--- config.mk ---
export PLATFORM = sky130hd
export DESIGN_NAME = rtc_cycle_timer
export DESIGN_NICKNAME = d
export VERILOG_FILES = /design/src/rtl/rtc_tmr_pkg.sv /design/src/rtl/rtc_tmr_regs.sv /design/src/rtl/rtc_tmr_src.sv /design/src/rtl/rtc_tmr_count.sv /design/src/rtl/rtc_tmr_irq.sv /design/src/rtl/rtc_cycle_timer.sv
export SDC_FILE = /design/constraint.sdc
export NUM_CORES = 1
export LEC_CHECK = 0
export ABC_AREA = 0
export ABC_CLOCK_PERIOD_IN_PS = 6680
export BUFFER_PORTS_ARGS = -buffer_cell sky130_fd_sc_hd__buf_4
export CORE_MARGIN = 2
export CORE_UTILIZATION = 50
export DETAILED_ROUTE_END_ITERATION = 10
export PLACE_DENSITY_LB_ADDON = 0.08
export SLEW_MARGIN = 20
export SYNTH_ARGS = -nofsm -noshare
export SYNTH_HDL_FRONTEND = slang
export SYNTH_HIERARCHICAL = 1
export SYNTH_SLANG_ARGS = --single-unit
--- constraint.sdc ---
create_clock -name clk -period 6.68 [get_ports clk]
set_clock_uncertainty 0.1 [all_clocks]
set_input_delay 2.004 -clock clk [delete_from_list [all_inputs] [get_ports clk]]
set_output_delay 2.004 -clock clk [all_outputs]
set_load 0.05 [all_outputs]
--- src/rtl/rtc_tmr_pkg.sv ---
package rtc_tmr_pkg;
  typedef enum logic [1:0] {
    A_PRE_LO = 2'd0,
    A_PRE_HI = 2'd1,
    A_CTRL   = 2'd2,
    A_STAT   = 2'd3
  } reg_addr_e;

  typedef enum logic [1:0] {
    SRC_4K  = 2'd0,
    SRC_64  = 2'd1,
    SRC_SEC = 2'd2,
    SRC_MIN = 2'd3
  } src_sel_e;

  localparam int CTRL_EN_BIT = 4;
  localparam int CTRL_IE_BIT = 5;
  localparam int STAT_FLAG_BIT = 0;
endpackage

--- src/rtl/rtc_tmr_regs.sv ---
module rtc_tmr_regs
  import rtc_tmr_pkg::*;
#(
  parameter int CNT_W  = 12,
  parameter int DATA_W = 8
) (
  input  logic              clk,
  input  logic              rst,
  input  logic              wr,
  input  logic [1:0]        addr,
  input  logic [DATA_W-1:0] wdata,
  input  logic              event_in,
  output logic [CNT_W-1:0]  preset,
  output logic [1:0]        sel,
  output logic              en,
  output logic              ie,
  output logic              flag,
  output logic              en_rise,
  output logic [DATA_W-1:0] rdata
);
  localparam int HI_W  = CNT_W - DATA_W;
  localparam int PAD_W = DATA_W - HI_W;

  logic wr_lo, wr_hi, wr_ctrl, wr_stat;
  logic [DATA_W-1:0] rd_mux;

  assign wr_lo   = wr && (addr == A_PRE_LO);
  assign wr_hi   = wr && (addr == A_PRE_HI);
  assign wr_ctrl = wr && (addr == A_CTRL);
  assign wr_stat = wr && (addr == A_STAT);
  assign en_rise = wr_ctrl && wdata[CTRL_EN_BIT] && !en;

  always_ff @(posedge clk) begin
    if (rst) begin
      preset <= '0;
      sel    <= SRC_4K;
      en     <= 1'b0;
      ie     <= 1'b0;
    end else begin
      if (wr_lo) preset[DATA_W-1:0] <= wdata;
      if (wr_hi) preset[CNT_W-1:DATA_W] <= wdata[HI_W-1:0];
      if (wr_ctrl) begin
        sel <= wdata[1:0];
        en  <= wdata[CTRL_EN_BIT];
        ie  <= wdata[CTRL_IE_BIT];
      end
    end
  end

  // event has priority over a clearing write
  always_ff @(posedge clk) begin
    if (rst)                                flag <= 1'b0;
    else if (event_in)                      flag <= 1'b1;
    else if (wr_stat && !wdata[STAT_FLAG_BIT]) flag <= 1'b0;
  end

  always_comb begin
    rd_mux = '0;
    unique case (addr)
      A_PRE_LO: rd_mux = preset[DATA_W-1:0];
      A_PRE_HI: rd_mux = {{PAD_W{1'b0}}, preset[CNT_W-1:DATA_W]};
      A_CTRL: begin
        rd_mux[1:0]         = sel;
        rd_mux[CTRL_EN_BIT] = en;
        rd_mux[CTRL_IE_BIT] = ie;
      end
      A_STAT: rd_mux[STAT_FLAG_BIT] = flag;
      default: rd_mux = '0;
    endcase
  end

  always_ff @(posedge clk) begin
    if (rst) rdata <= '0;
    else     rdata <= rd_mux;
  end
endmodule

--- src/rtl/rtc_tmr_src.sv ---
module rtc_tmr_src
  import rtc_tmr_pkg::*;
#(
  parameter int N_SRC = 4
) (
  input  logic [N_SRC-1:0]         ticks,
  input  logic [$clog2(N_SRC)-1:0] sel,
  input  logic                     halt,
  output logic                     tick_eff,
  output logic                     long_hold
);
  logic [N_SRC-1:0] gated;

  // only source 0 survives a halt
  for (genvar i = 0; i < N_SRC; i++) begin : g_gate
    if (i == 0) begin : g_free
      assign gated[i] = ticks[i];
    end else begin : g_halted
      assign gated[i] = ticks[i] && !halt;
    end
  end

  assign tick_eff  = gated[sel];
  assign long_hold = (sel != SRC_4K);
endmodule

--- src/rtl/rtc_tmr_count.sv ---
module rtc_tmr_count #(
  parameter int CNT_W = 12
) (
  input  logic             clk,
  input  logic             rst,
  input  logic             load,
  input  logic             run,
  input  logic             tick,
  input  logic [CNT_W-1:0] preset,
  output logic [CNT_W-1:0] count,
  output logic             event_out
);
  localparam logic [CNT_W-1:0] ONE = CNT_W'(1);

  logic step;
  logic terminal;

  assign step      = run && tick && !load;
  assign terminal  = (count == ONE) || (count == '0);
  assign event_out = step && (count == ONE);

  always_ff @(posedge clk) begin
    if (rst)           count <= '0;
    else if (load)     count <= preset;
    else if (step) begin
      if (terminal)    count <= preset;
      else             count <= count - ONE;
    end
  end
endmodule

--- src/rtl/rtc_tmr_irq.sv ---
module rtc_tmr_irq #(
  parameter int SHORT_TICKS = 1,
  parameter int LONG_TICKS  = 32
) (
  input  logic clk,
  input  logic rst,
  input  logic fire,
  input  logic long_in,
  input  logic tick_4k,
  output logic irq_oe,
  output logic irq_lvl
);
  localparam int HOLD_W = $clog2(LONG_TICKS + 1) + 1;
  localparam logic [HOLD_W-1:0] LIM_S = HOLD_W'(SHORT_TICKS);
  localparam logic [HOLD_W-1:0] LIM_L = HOLD_W'(LONG_TICKS);

  logic              active;
  logic              is_long;
  logic [HOLD_W-1:0] hold;
  logic [HOLD_W-1:0] lim;
  logic [HOLD_W-1:0] hold_nx;

  assign lim     = is_long ? LIM_L : LIM_S;
  assign hold_nx = hold + HOLD_W'(1);

  always_ff @(posedge clk) begin
    if (rst) begin
      active  <= 1'b0;
      is_long <= 1'b0;
      hold    <= '0;
    end else if (fire) begin
      active  <= 1'b1;
      is_long <= long_in;
      hold    <= '0;
    end else if (active && tick_4k) begin
      if (hold_nx == lim) begin
        active <= 1'b0;
        hold   <= '0;
      end else begin
        hold <= hold_nx;
      end
    end
  end

  assign irq_oe  = active;
  assign irq_lvl = !active;
endmodule

--- src/rtl/rtc_cycle_timer.sv ---
module rtc_cycle_timer
  import rtc_tmr_pkg::*;
#(
  parameter int CNT_W       = 12,
  parameter int DATA_W      = 8,
  parameter int SHORT_TICKS = 1,
  parameter int LONG_TICKS  = 32
) (
  input  logic              clk,
  input  logic              rst,
  input  logic              tick_4k,
  input  logic              tick_64,
  input  logic              tick_sec,
  input  logic              tick_min,
  input  logic              halt,
  input  logic              reg_wr,
  input  logic [1:0]        reg_addr,
  input  logic [DATA_W-1:0] reg_wdata,
  output logic [DATA_W-1:0] reg_rdata,
  output logic              irq_oe,
  output logic              irq_lvl
);
  logic [CNT_W-1:0] preset;
  logic [CNT_W-1:0] count;
  logic [1:0]       sel;
  logic             en, ie, flag, en_rise;
  logic             tick_eff, long_hold, ev_w;
  logic [3:0]       ticks;

  assign ticks = {tick_min, tick_sec, tick_64, tick_4k};

  rtc_tmr_regs #(.CNT_W(CNT_W), .DATA_W(DATA_W)) u_regs (
    .clk(clk), .rst(rst), .wr(reg_wr), .addr(reg_addr), .wdata(reg_wdata),
    .event_in(ev_w), .preset(preset), .sel(sel), .en(en), .ie(ie),
    .flag(flag), .en_rise(en_rise), .rdata(reg_rdata)
  );

  rtc_tmr_src #(.N_SRC(4)) u_src (
    .ticks(ticks), .sel(sel), .halt(halt),
    .tick_eff(tick_eff), .long_hold(long_hold)
  );

  rtc_tmr_count #(.CNT_W(CNT_W)) u_count (
    .clk(clk), .rst(rst), .load(en_rise), .run(en), .tick(tick_eff),
    .preset(preset), .count(count), .event_out(ev_w)
  );

  rtc_tmr_irq #(.SHORT_TICKS(SHORT_TICKS), .LONG_TICKS(LONG_TICKS)) u_irq (
    .clk(clk), .rst(rst), .fire(ev_w && ie), .long_in(long_hold),
    .tick_4k(tick_4k), .irq_oe(irq_oe), .irq_lvl(irq_lvl)
  );
endmodule

# After elaboration in Yosys (flattened, before gate mapping)
# Index checks and enable logic that the tools add are counted.
word_totals:
  reg_bits: 46
  input_bits: 18
  output_inout_bits: 10
  elab_cells: 68
classes:
  add_sub_neg: 2
  n_lt_le_gt_ge: 1
  n_eq_ne: 5
  n_mux: 16
  bitwise_logic: 1
  n_reduce_logical: 31
ops:
  columns: ["cell", "n"]
  rows:
  - ["$mux 12", 3]
  - ["$logic_and 1x1->1", 15]
  - ["$eq 12x1->1 const B", 1]
  - ["$logic_not 12->1", 1]
  - ["$sub 12x1->12 const B", 1]
  - ["$reduce_bool 2->1", 5]
  - ["$pmux 2 s2", 2]
  - ["$add 7x1->7 const B", 1]
  - ["$eq 7x7->1", 1]
  - ["$mux 7", 1]
  - ["$mux 1", 6]
  - ["$mux 6", 1]
  - ["$logic_not 1->1", 5]
  - ["$eq 2x2->1 const B", 2]
  - ["$pmux 1 s4", 1]
  - ["$reduce_or 2->1", 2]
  - ["$lt 2x3->1 const B", 1]
  - ["$pmux 1 s3", 1]
  - ["$bmux 1 s2", 1]
  - ["$eq 2x1->1 const B", 1]
  - ["$logic_not 2->1", 1]
  - ["$reduce_and 2->1", 1]
  - ["$logic_or 1x1->1", 1]
  - ["$not 1->1", 1]

# Longest topological paths before layout
depth:
  word_depth: 10
  mapped_depth: 11
  depth_no_buf: 10

# Cells and area by module
# The synthesis kept the hierarchy.
by_module_without_submodules:
  columns: ["module", "n_inst", "cells_per_inst", "area_each_um2", "seq_area_each_um2"]
  rows:
  - ["rtc_tmr_regs", 1, 96, 1054.8, 500.5]
  - ["rtc_tmr_count", 1, 107, 868.3, 240.2]
  - ["rtc_tmr_irq", 1, 62, 506.7, 180.2]
  - ["rtc_tmr_src", 1, 7, 47.5, 0.0]
  - ["rtc_cycle_timer", 1, 1, 6.3, 0.0]

# Worst setup path before layout
# Ideal clock, no wire load.
synth_timing:
  path_kind: "input-to-reg"
  start: "input port reg_addr[0]"
  end: "register u_irq.hold[0]"
  setup_ns: 0.074
  t_arrival_ns: 4.177
  t_required_ns: 6.506
  path_slack_ns: 2.329
  path_stages: 10
  n_path_buf: 3
  path_cell_list: "buf_4 > nand3b_1 > nor3b_1 > clkbuf_1 > and4bb_2 > and2_1 > or2_2 > clkbuf_1 > or3_1 > o21ai_0"
synth_via:
  elab_chain_cells: 9
synth_lines:
  columns: ["item", "line_no", "rtl"]
  rows:
  - ["from (decl)", "rtc_cycle_timer.sv:17", "input logic [1:0] reg_addr,"]
  - ["$eq 2x2->1", "rtc_tmr_regs.sv:29", "assign wr_ctrl = wr && (addr == A_CTRL);"]
  - ["$logic_and 1x1->1", "rtc_tmr_regs.sv:29", null]
  - ["$logic_and 1x1->1 (2 in series)", "rtc_tmr_regs.sv:31", "assign en_rise = wr_ctrl && wdata[CTRL_EN_BIT] && !en;"]
  - ["net en_rise", "rtc_cycle_timer.sv:26", "logic en, ie, flag, en_rise;"]
  - ["$logic_not 1->1", "rtc_tmr_count.sv:18", "assign step = run && tick && !load;"]
  - ["$logic_and 1x1->1", "rtc_tmr_count.sv:18", null]
  - ["$logic_and 1x1->1", "rtc_tmr_count.sv:20", "assign event_out = step && (count == ONE);"]
  - ["net ev_w", "rtc_cycle_timer.sv:27", "logic tick_eff, long_hold, ev_w;"]
  - ["$logic_and 1x1->1", "rtc_cycle_timer.sv:49", ".clk(clk), .rst(rst), .fire(ev_w && ie), .long_in(long_hold),"]
  - ["$reduce_or 2->1 (no source line)", null, null]
  - ["to (signal assigned)", "rtc_tmr_irq.sv:40", "hold <= hold_nx;"]
  - ["to (decl)", "rtc_tmr_irq.sv:19", "logic [HOLD_W-1:0] hold;"]
# The timed path passes the listed nets, and every way through them passes these cells.
# A chain may end at the register's enable or synchronous reset.

# Worst setup path in the final report
layout_timing:
  start: "input port tick_sec"
  end: "register u_irq.hold[0]"
layout_via:
  elab_chain_cells: 8
layout_lines:
  columns: ["item", "line_no", "rtl"]
  rows:
  - ["from (decl)", "rtc_cycle_timer.sv:13", "input logic tick_sec,"]
  - ["$logic_and 1x1->1", "rtc_tmr_src.sv:19", "assign gated[i] = ticks[i] && !halt;"]
  - ["$bmux 1 s2", "rtc_tmr_src.sv:23", "assign tick_eff = gated[sel];"]
  - ["$mux 1 (implied by the code)", "rtc_tmr_src.sv:23", null]
  - ["net tick_eff", "rtc_cycle_timer.sv:27", null]
  - ["$logic_and 1x1->1 (2 in series)", "rtc_tmr_count.sv:18", null]
  - ["$logic_and 1x1->1", "rtc_tmr_count.sv:20", null]
  - ["net ev_w", "rtc_cycle_timer.sv:27", null]
  - ["$logic_and 1x1->1", "rtc_cycle_timer.sv:49", null]
  - ["$reduce_or 2->1 (no source line)", null, null]
# The timed path passes the listed nets, and every way through them passes these cells. The select of a mux whose other input is x is not followed.

==> key figures <==
Die
  – Die area: 5547 sq um
  – Die Width: 74.48 microns
  – Die Ht: 74.48 microns
  – Initial Util: 52.24%
  – # rows: 25
  – IO Pins: 28
  – CORE AREA: 4755 sq um

Synthesis
  – Cell with the most instances after synthesis: dfxtp_1
  – Synth Cell Area: 2484 sq um
  – #FFs+latches synth: 46
  – Most frequent cells after synthesis: 46 x dfxtp_1, 26 x nand2b_1, 24 x mux2i_1
  – Area leader, netlist: dfxtp_1
  – Cells after Synth: 273
  – Syn Nets: 295
  – Syn avg cell area: 9.098 sq um
  – Post-synth EDFFs: 0
  – Synth unique cells: 63
  – Share of the synthesized area in the top cell type: 37.08%
  – Ys async rst share: 0%
  – Yosys warning count: 6
  – Post-synth top flop: dfxtp_1
  – Synth top area cells: dfxtp_1 37%, mux2i_1 9.7%, nand2b_1 6.5%, nor2_1 3.5%, nand2_1 2.6%
  – Sequential share of the synthesized area: 37.08%

Setup path
  – Crit-path max FO: 7
  – Crit path buf inv count: 1
  – Reg2reg setup slack: 4.04 ns
  – Worst path arrival time: 4.19 ns
  – Data required, critical path: 6.81 ns
  – FF-to-FF End: u_irq/hold[0]$_SDFFE_PP0P_
  – Startpoint Class: input port
  – Worst reg2reg path depth: 10
  – Crit path max-delay family: simple AND/OR/NAND/NOR gates
  – Crit. End Element: flop
  – Worst path max stage delay: 0.38 ns
  – Slowest library cell on the worst path: or2_2
  – Worst flop-to-flop path startpoint: u_regs/sel[0]$_SDFFE_PP0P_
  – Worst setup path category: in -> reg
  – Critical path, cell by cell: buf_4 -> o21ba_1 -> mux2i_1 -> o2bb2ai_1 -> nand2_1 -> nor3b_1 -> and4bb_2 -> and2_1 -> or2_2 -> or3_1 -> o21ai_0

Route
  – DR DRC count: 0
  – Iteration-0 DRC Markers: 202
  – Post-DRT Antenna Nets: 0
  – WL final: 5438 microns
  – Pre-Repair DR Iteration Count: 4
  – Drt wl/cell: 14.86 microns
  – Vias per cell: 5.601
  – Via count: 2050

Clock tree
  – Post-CTS setup buffer count: 0
  – CTS tree: yes
  – CTS sink cnt: 46
  – CTS H-tree lvls: 2
  – CTS Buf Count: 5
  – Post_cts resized: 0
  – Clock tree buffer depth: 2
  – CTS Root Cell: clkbuf_8
  – Clk_lat worst skew: 0.30 ns
  – Cts hold-fix bufs: 0
  – CTS clk-pin slew, worst paths: 0.08 ns

Place
  – GP Congestion: 0.9208
  – IO Port Bufs: 27
  – Placed inst area: 2725 sq um
  – Hpwl dp: 3927 microns

Power and ir drop
  – Flop pwr share: 45.7%
  – Leakage power: 1.146 nW
  – Worst vdd rail ir drop: 0.0001105 V
  – Pint: 0.0004768 W
  – Clock power share: 40.5%
  – Psw: 0.0001534 W
  – Switching share of total power: 24.34%
  – Power share of the combinational group: 13.8%
  – PnR Total Power: 0.0006301 W
  – P per Cell Area: 219.7 nW/um^2

STA
  – Fin. Hold Viols: 0
  – RSZ-0062 raised after global routing: false
  – Slew HR: 49.38%
  – Final count of negative-setup-slack endpoints: 0
  – Fmax: 246.1 MHz
  – Final worst-path cycle share: 60.82%
  – Pins Over Slew Limit: 0
  – Tmin final: 4.063 ns
  – Worst Tran Pin Value: 0.7565 ns
  – Fin Setup TNS: 0 ns

GRT
  – Largest net degree at the start of global routing: 53
  – First-pass GRT wire length: 8749 microns
  – Global Route Usage Sum: 20.68%
  – Overflow after GRT: 0
  – Initial antenna violation count: 0
  – Vias in the first global route: 1776

Min path
  – Hold Path Cell Cnt: 2
  – Hold worst-path end: u_irq/hold[1]$_SDFFE_PP0P_
  – Hold Crit Start: u_irq/hold[1]$_SDFFE_PP0P_
  – Worst hold path type: reg -> reg

Final layout
  – Layout cells sized above 1: 17.39%
  – Finished Cell Area: 2868 sq um
  – Final net count: 320
  – Number of diodes: 0
  – Fillers: 432
  – Area grow syn2layout: 15.47%

Job
  – Max-capacitance violation count: 0

Outcome
  – Status: complete, no violations
-- tightest hold or removal path: stages, from the launching register on --
cell,delay (ns)
dfxtp_1,0.34
nand2_1,0.06
a21oi_1,0.05
-- area by class of cell --
cell class,instances,area (sq um),share of cell area [%]
multi-input cells,210,1484,51.75
well taps,67,83.83,2.923
flip-flops and latches,46,920.9,32.11
inverters,7,26.28,0.9162
clock inverters,2,60.06,2.094
repair buffers,28,210.2,7.330
clock buffers,6,82.58,2.880
-- cells in the final DEF, fill, tap and decap left out, drive strengths merged, types with 6 or more instances in the layout --
cell type   n
inv         7
buf        28
nand2b     26
nand3       9
nor3       12
clkbuf      6
mux2i      24
dfxtp      46
o21ai       9
nand2      17
nor2       24
a21oi       8
-- cells by family (layout without fill, tap and decap cells) --
family | Yosys count | in the layout | share of synthesized area, %
multiplexers | 27 | 27 | 11.49
XOR/XNOR | 7 | 7 | 2.469
adder cells (fa/ha/maj) | 4 | 4 | 2.015
buffers and inverters | 17 | 43 | 3.174
flip-flops | 46 | 46 | 37.08
AND/OR/NAND/NOR | 127 | 127 | 30.68
AO/OA/AOI/OAI | 45 | 45 | 13.10
-- sequential cells by signal, indices dropped and copies added (netlist names) --
name           count
u_irq/is_long      1
u_regs/preset     12
u_regs/flag        1
u_regs/en          1
u_count/count     12
u_irq/hold         7
u_regs/rdata       8
u_regs/ie          1
u_irq/irq_oe       1
u_regs/sel         2
-- routing by layer --
layer	share of wire (%)	routed length, microns	GRT usage [%]
met1	48	2619	31.50
met2	45	2461	30.09
met3	5.4	294	3.252
met4	1.2	63	5.952
met5	0	0	0
-- worst max-delay path by stage --
stage,depth (start not counted),slack [ns],from,endpoint
after floorplan,10,2.33,reg_addr[0],u_irq/hold[0]$_SDFFE_PP0P_
after global placement,9,2.38,reg_addr[0],u_irq/hold[0]$_SDFFE_PP0P_
after detailed placement,11,2.31,tick_sec,u_irq/hold[0]$_SDFFE_PP0P_
after CTS,11,2.62,tick_sec,u_irq/hold[0]$_SDFFE_PP0P_
after global routing,9,2.44,reg_addr[0],u_irq/hold[0]$_SDFFE_PP0P_
final,11,2.62,tick_sec,u_irq/hold[0]$_SDFFE_PP0P_
-- power groups by stage --
| stage | combinational (W) | sequential, W | clock (W) |
|---|---|---|---|
| CTS | 0.0000865 | 0.000288 | 0.000259 |
| floorplan | 0.0000643 | 0.000294 | 0 |
| global placement | 0.0000871 | 0.000294 | 0 |
| global route | 0.0000955 | 0.000289 | 0.000268 |
| detailed placement | 0.0000862 | 0.000294 | 0 |
| finish | 0.0000868 | 0.000288 | 0.000255 |
-- per-stage QoR --
step	utilization [%]	setup slack, ns	instances	hold WS, ns
global route	60.32	2.440	366	0.4062
global placement	57.32	2.382	358	0.3747
CTS	60.32	2.623	366	0.3951
floorplan	-	2.329	273	0.3514
detailed placement	57.32	2.309	358	0.3824
finish	60.32	2.617	366	0.3966
Power figures use the tool's default switching activity.
